[src/rtl/tdm_adv_pkg.sv]
package tdm_adv_pkg;
  localparam int STEP_STD_TICKS   = 2;
  localparam int STEP_FAST_TICKS  = 1;
  localparam int STEP_REF65_TICKS = 2;
  localparam int STEP_REF32_TICKS = 4;
  localparam int MAX_BIT_SHIFT    = 5;
  localparam int ADV_W            = 4;

  typedef enum logic [1:0] {RATE_8 = 2'd0, RATE_16 = 2'd1, RATE_32 = 2'd2, RATE_65 = 2'd3} rate_e;
  typedef enum logic [1:0] {REF_8 = 2'd0, REF_16 = 2'd1, REF_32 = 2'd2, REF_65 = 2'd3} ref_e;

  typedef struct packed {
    rate_e       rate;
    logic [1:0]  level;
    logic        ext;
    ref_e        refc;
  } adv_cfg_t;

  // log2 of ticks per bit
  function automatic logic [2:0] bit_shift(rate_e r);
    return 3'(MAX_BIT_SHIFT - int'(r));
  endfunction

  function automatic int step_ticks(adv_cfg_t c);
    if (c.ext) begin
      case (c.refc)
        REF_65:  return STEP_REF65_TICKS;
        REF_32:  return STEP_REF32_TICKS;
        default: return 0;
      endcase
    end
    return (c.rate == RATE_65) ? STEP_FAST_TICKS : STEP_STD_TICKS;
  endfunction

  // advance in ticks, capped below one bit time
  function automatic logic [ADV_W-1:0] adv_ticks(adv_cfg_t c);
    int raw;
    int cap;
    raw = int'(c.level) * step_ticks(c);
    cap = (1 << bit_shift(c.rate)) - 1;
    return ADV_W'((raw > cap) ? cap : raw);
  endfunction
endpackage

[src/rtl/tdm_adv_step.sv]
module tdm_adv_step
  import tdm_adv_pkg::*;
(
  input  logic             clk,
  input  logic             rst_n,
  input  adv_cfg_t         cfg,
  output logic [ADV_W-1:0] adv,
  output logic [2:0]       shift
);
  always_comb begin
    adv   = adv_ticks(cfg);
    shift = bit_shift(cfg.rate);
  end

  a_r6_adv_below_bit: assert property (@(posedge clk) disable iff (!rst_n)
    (32'(adv) < (32'd1 << shift)));

  a_r5_slow_ref_no_adv: assert property (@(posedge clk) disable iff (!rst_n)
    (cfg.ext && (cfg.refc == REF_8 || cfg.refc == REF_16)) |-> (adv == '0));
endmodule

[src/rtl/tdm_adv_timebase.sv]
module tdm_adv_timebase
  import tdm_adv_pkg::*;
#(
  parameter int FRAME_TICKS = 32768,
  localparam int TW = $clog2(FRAME_TICKS)
) (
  input  logic             clk,
  input  logic             rst_n,
  input  logic             frame_pulse,
  input  adv_cfg_t         cfg_in,
  input  logic [ADV_W-1:0] adv,
  output adv_cfg_t         cfg_use,
  output logic [TW-1:0]    pos_nxt
);
  logic [TW-1:0] t_q, t_nxt, pos_q;
  adv_cfg_t      cfg_q;

  always_comb begin
    cfg_use = frame_pulse ? cfg_in : cfg_q;
    t_nxt   = frame_pulse ? '0 : t_q + 1'b1;
    pos_nxt = t_nxt + TW'(adv);
  end

  always_ff @(posedge clk or negedge rst_n) begin
    if (!rst_n) begin
      t_q   <= '0;
      cfg_q <= '0;
      pos_q <= '0;
    end else begin
      t_q   <= t_nxt;
      pos_q <= pos_nxt;
      if (frame_pulse) cfg_q <= cfg_in;
    end
  end

  a_r7_cfg_hold: assert property (@(posedge clk) disable iff (!rst_n)
    !frame_pulse |=> $stable(cfg_q));

  a_r1_boundary_pos: assert property (@(posedge clk) disable iff (!rst_n)
    (frame_pulse && adv == '0) |=> (pos_q == '0));
endmodule

[src/rtl/tdm_adv_serializer.sv]
module tdm_adv_serializer #(
  parameter int FRAME_TICKS = 32768,
  localparam int TW  = $clog2(FRAME_TICKS),
  localparam int CHW = TW - 5
) (
  input  logic           clk,
  input  logic           rst_n,
  input  logic [TW-1:0]  pos_nxt,
  input  logic [2:0]     shift,
  input  logic [7:0]     ch_data,
  output logic           sdo,
  output logic           data_req,
  output logic [CHW-1:0] req_chan
);
  logic [TW-1:0] bit_cnt, ch_w, nch_mask, next_ch, cur_ch_q;
  logic [2:0]    bit_in;
  logic [7:0]    cur_byte_q, nxt_byte_q, byte_w;
  logic          load_w, last_q, enter_last;

  always_comb begin
    bit_cnt    = pos_nxt >> shift;
    ch_w       = bit_cnt >> 3;
    bit_in     = bit_cnt[2:0];
    nch_mask   = TW'((FRAME_TICKS >> (32'(shift) + 32'd3)) - 1);
    next_ch    = (ch_w + 1'b1) & nch_mask;
    load_w     = (ch_w != cur_ch_q);
    byte_w     = load_w ? nxt_byte_q : cur_byte_q;
    enter_last = (bit_in == 3'd7) && !last_q;
  end

  always_ff @(posedge clk or negedge rst_n) begin
    if (!rst_n) begin
      sdo        <= 1'b0;
      data_req   <= 1'b0;
      req_chan   <= '0;
      cur_ch_q   <= '0;
      cur_byte_q <= '0;
      nxt_byte_q <= '0;
      last_q     <= 1'b0;
    end else begin
      sdo      <= byte_w[3'd7 - bit_in];
      last_q   <= (bit_in == 3'd7);
      data_req <= enter_last;
      if (enter_last) req_chan <= CHW'(next_ch);
      if (data_req) nxt_byte_q <= ch_data;
      if (load_w) begin
        cur_byte_q <= nxt_byte_q;
        cur_ch_q   <= ch_w;
      end
    end
  end

  a_r9_req_single: assert property (@(posedge clk) disable iff (!rst_n)
    data_req |=> !data_req);

  a_r2_chan_order: assert property (@(posedge clk) disable iff (!rst_n)
    (load_w && ch_w != '0) |-> (ch_w == cur_ch_q + 1'b1));
endmodule

[src/rtl/tdm_bit_advancer.sv]
module tdm_bit_advancer
  import tdm_adv_pkg::*;
#(
  parameter int FRAME_TICKS = 32768,
  localparam int TW  = $clog2(FRAME_TICKS),
  localparam int CHW = TW - 5
) (
  input  logic           clk,
  input  logic           rst_n,
  input  logic           frame_pulse,
  input  logic [1:0]     rate_sel,
  input  logic [1:0]     adv_code,
  input  logic           ext_clk_sel,
  input  logic [1:0]     ref_freq,
  input  logic [7:0]     ch_data,
  output logic           data_req,
  output logic [CHW-1:0] req_chan,
  output logic           sdo
);
  adv_cfg_t         cfg_in, cfg_use;
  logic [ADV_W-1:0] adv;
  logic [2:0]       shift;
  logic [TW-1:0]    pos_nxt;

  always_comb begin
    cfg_in.rate  = rate_e'(rate_sel);
    cfg_in.level = adv_code;
    cfg_in.ext   = ext_clk_sel;
    cfg_in.refc  = ref_e'(ref_freq);
  end

  tdm_adv_step u_step (
    .clk(clk), .rst_n(rst_n), .cfg(cfg_use), .adv(adv), .shift(shift)
  );

  tdm_adv_timebase #(.FRAME_TICKS(FRAME_TICKS)) u_timebase (
    .clk(clk), .rst_n(rst_n), .frame_pulse(frame_pulse), .cfg_in(cfg_in),
    .adv(adv), .cfg_use(cfg_use), .pos_nxt(pos_nxt)
  );

  tdm_adv_serializer #(.FRAME_TICKS(FRAME_TICKS)) u_ser (
    .clk(clk), .rst_n(rst_n), .pos_nxt(pos_nxt), .shift(shift),
    .ch_data(ch_data), .sdo(sdo), .data_req(data_req), .req_chan(req_chan)
  );
endmodule

[config.mk]
export PLATFORM = sky130hd
export DESIGN_NAME = tdm_bit_advancer
export DESIGN_NICKNAME = d
export VERILOG_FILES = /design/src/rtl/tdm_adv_pkg.sv /design/src/rtl/tdm_adv_step.sv /design/src/rtl/tdm_adv_timebase.sv /design/src/rtl/tdm_adv_serializer.sv /design/src/rtl/tdm_bit_advancer.sv
export SDC_FILE = /design/constraint.sdc
export NUM_CORES = 1
export LEC_CHECK = 0
export ABC_AREA = 0
export BUFFER_PORTS_ARGS = -buffer_cell sky130_fd_sc_hd__buf_2
export CAP_MARGIN = 0
export CELL_PAD_IN_SITES_DETAIL_PLACEMENT = 1
export CELL_PAD_IN_SITES_GLOBAL_PLACEMENT = 1
export CORE_MARGIN = 5
export CORE_UTILIZATION = 52
export CTS_CLUSTER_DIAMETER = 30
export DETAILED_ROUTE_END_ITERATION = 8
export PLACE_DENSITY = 0.84
export SLEW_MARGIN = 30
export SYNTH_ARGS = -nofsm -noshare
export SYNTH_HDL_FRONTEND = slang
export SYNTH_SLANG_ARGS = --single-unit
[constraint.sdc]
create_clock -name clk -period 20.5 [get_ports clk]
set_input_delay 2.05 -clock clk [delete_from_list [all_inputs] [get_ports clk]]
set_output_delay 2.05 -clock clk [all_outputs]
set_load 0.05 [all_outputs]
==> flow_summary.toml <==
[run_status]
status = "finished, final reports clean"

[sta]
finalCriticalPeriod_ns = 11.00
holdWs_ns = 0.477
finalCritPeriodShare_pct = 53.7
setup_viol = 0
max_freq_mhz = 90.9
max-slew-margin-rel_pct = 45.1
drv_slew = 0
finalHoldViolCount = 0
setup_tns_ns = 0
worst_pin_slew_ns = 0.821
rsz0062_at_grt = "false"
finClkSkew_ns = 0.0123

[pwr]
powerDensity_nw_per_um2 = 65.7
power_leakage_nw = 2.26
irDropWorstVdd_v = 0.0000516

[yosys]
synthCells = 457
synth_edf_count = 0
syn_area_per_cell_sq_um = 9.62
async_reset_ff_share_pct = 100
ys_seq_elements = 63
ys.flop_type = "dfrtp_1"
seq_area_frac_synth_pct = 35.8
syn_area_sq_um = 4400
yosysWarnings = 0
yosysUniqueCellTypes = 75

[finish]
multiInputGateArea_sq_um = 2680
diodes = 0
layout_commonest_cell = "dfrtp_1"
nFillCells = 950
ff_latch_area_sq_um = 1580
final_cell_mix = "dfrtp_1 (63), nand2_1 (40), nor2_1 (36)"
syn2layout_area_growth_pct = 10.7
drive_above_1_share_pct = 18.5
nNetsFinal = 525

[critical_path]
crit_top_cell = "ha_1"
rrSetupSlack_ns = 11.47
cp_data_arrival_time_ns = 11.25
slowest_delay_ns = 0.62
criticalPathCategory = "in -> reg"
reg2regPathDepth = 29
crit_path_start_kind = "primary input"
cp_slowest_cell = "nor3_4"
critPathCaptureType = "register"
critPathMaxFanout = 35
required_ns = 20.74

[cts]
htreeDepth = 3
clock_latency_ns = 0.36
clkSinkCount = 63
cts.clk_slew.worst_paths_ns = 0.08
clock-root-buffer = "clkbuf_8"
holdBufCountCts = 0
cts_buffers = 9
cts_post_setup_buffers_inserted = 0
cts_tree = "done"
cts_resized = 0
cts_buffer_depth = 2

[run]
max_cap_viol_count = 0

[global_routing]
grt_pass1_wl_mm = 21.0
first_global_vias = 4070
grt_util_all_layers_pct = 26.2
grt.overflow.total = 0
antenna_found_initial = 0
grt_max_degree = 64

[die]
rows = 33
die_area_sq_um = 10400
die_w_um = 102
fp.dieH_um = 102
ios = 30
fp.coreArea_sq_um = 8220
initial_core_util_pct = 53.5

[place]
dp_hpwl_mm = 8.86
gp_congestion = 0.861
portBuffers = 29

[worst_hold_path]
hold_class = "reg -> reg"
hold_depth = 2

[drt]
vias_per_cell = 6.30
drcViolationCount = 0
drt_iter0_markers = 191
ant_nets = 0
first_pass_iters = 5
wl_per_cell_um = 21.2
num_vias = 3770
drt_wl_total_mm = 12.7
[stage by stage]
stage,cell area [sq um],utilization (%),power (mW),cells,setup slack [ns]
after global placement,4640,56.5,0.187,582,10.01
after detailed placement,4640,56.5,0.191,582,9.53
after CTS,4870,59.3,0.322,598,9.65
final,4870,59.3,0.320,598,9.50
after global routing,4870,59.3,0.334,598,9.06
after floorplan,4420,-,0.174,464,11.07
[Yosys cell counts, drive strengths merged (3+ instances only)]
master	n	area, sq um
a211oi	3	22.5
a21o	5	37.5
a21oi	10	50.1
a31oi	5	31.3
and2	5	31.3
and3	4	25.0
and4	3	26.3
buf	10	50.1
clkbuf	9	33.8
dfrtp	63	1580
ha	17	213
inv	21	78.8
mux2	22	278
mux2i	30	317
nand2	40	150
nand2b	6	37.5
nand3	12	65.1
nand4	8	50.1
nor2	36	135
nor2b	7	43.8
nor3	15	96.4
nor4	13	81.3
o211a	4	40.0
o21ai	19	95.1
o221ai	4	35.0
o31ai	6	45.0
or3	7	48.8
xnor2	20	190
xor2	11	96.3
[report_power, final]
group          leakage (nW)  internal [mW]  switching [mW]
sequential            0.849          0.130         0.00567
combinational          1.31         0.0200          0.0356
clock                 0.105         0.0722          0.0563
total                  2.26          0.223          0.0976
[routing by layer]
metal / global-route usage (%) / vias up / routed length, um
li1: - / 1718 / -
met1: 31.0 / 1905 / 5180
met2: 45.4 / 105 / 6480
met3: 5.39 / 42 / 567
met4: 12.7 / 0 / 439
met5: 0 / - / 0
[cells by family (layout without fill, tap and decap cells)]
logic type               after synthesis  after routing  share of synthesized area [%]
AND/OR/NAND/NOR                      169            169                           21.0
XOR/XNOR                              31             31                           6.51
multiplexers                          52             52                           13.5
AO/OA/AOI/OAI                         80             80                           13.4
buffers and inverters                 41             70                           3.78
other                                  2              9                          0.171
adder cells (fa/ha/maj)               19             19                           5.75
flip-flops                            63             63                           35.8
[final cells by class]
class / count / share of cell area, %
clock buffers: 10 / 2.83
repair buffers: 32 / 3.44
clock inverters: 6 / 1.88
inverters: 22 / 1.70
well taps: 105 / 2.70
multi-input cells: 360 / 55.1
flip-flops and latches: 63 / 32.4
[worst max-delay path: cells and delay by family]
kind	cells	cell delay [ns]
simple gates	9	2.77
xor+xnor	2	0.41
compound gates	8	1.83
mux	2	0.87
fa+ha+maj	6	1.94
buf+inv	3	1.36
[final timing paths]
path | endpoint | from
min | u_ser.req_chan[6]$_DFFE_PN0P_ | u_ser.req_chan[6]$_DFFE_PN0P_
max reg2reg | u_ser.cur_byte_q[6]$_DFF_PN0_ | u_timebase.cfg_q[5]$_DFF_PN0_
min in group asynchronous | u_timebase.t_q[11]$_DFF_PN0_ | rst_n
max | u_ser.cur_byte_q[6]$_DFF_PN0_ | frame_pulse
min reg2reg | u_ser.req_chan[6]$_DFFE_PN0P_ | u_ser.req_chan[6]$_DFFE_PN0P_
max in group asynchronous | u_timebase.cfg_q[4]$_DFF_PN0_ | rst_n
[sequential cells by signal, indices dropped and copies added (netlist names)]
name and flops:
u_ser.cur_byte_q 8, u_ser.cur_ch_q 12, u_ser.data_req 1, u_ser.last_q 1, u_ser.nxt_byte_q 8, u_ser.req_chan 10, u_ser.sdo 1, u_timebase.cfg_q 7
u_timebase.t_q 15
Power figures use the tool's default switching activity.
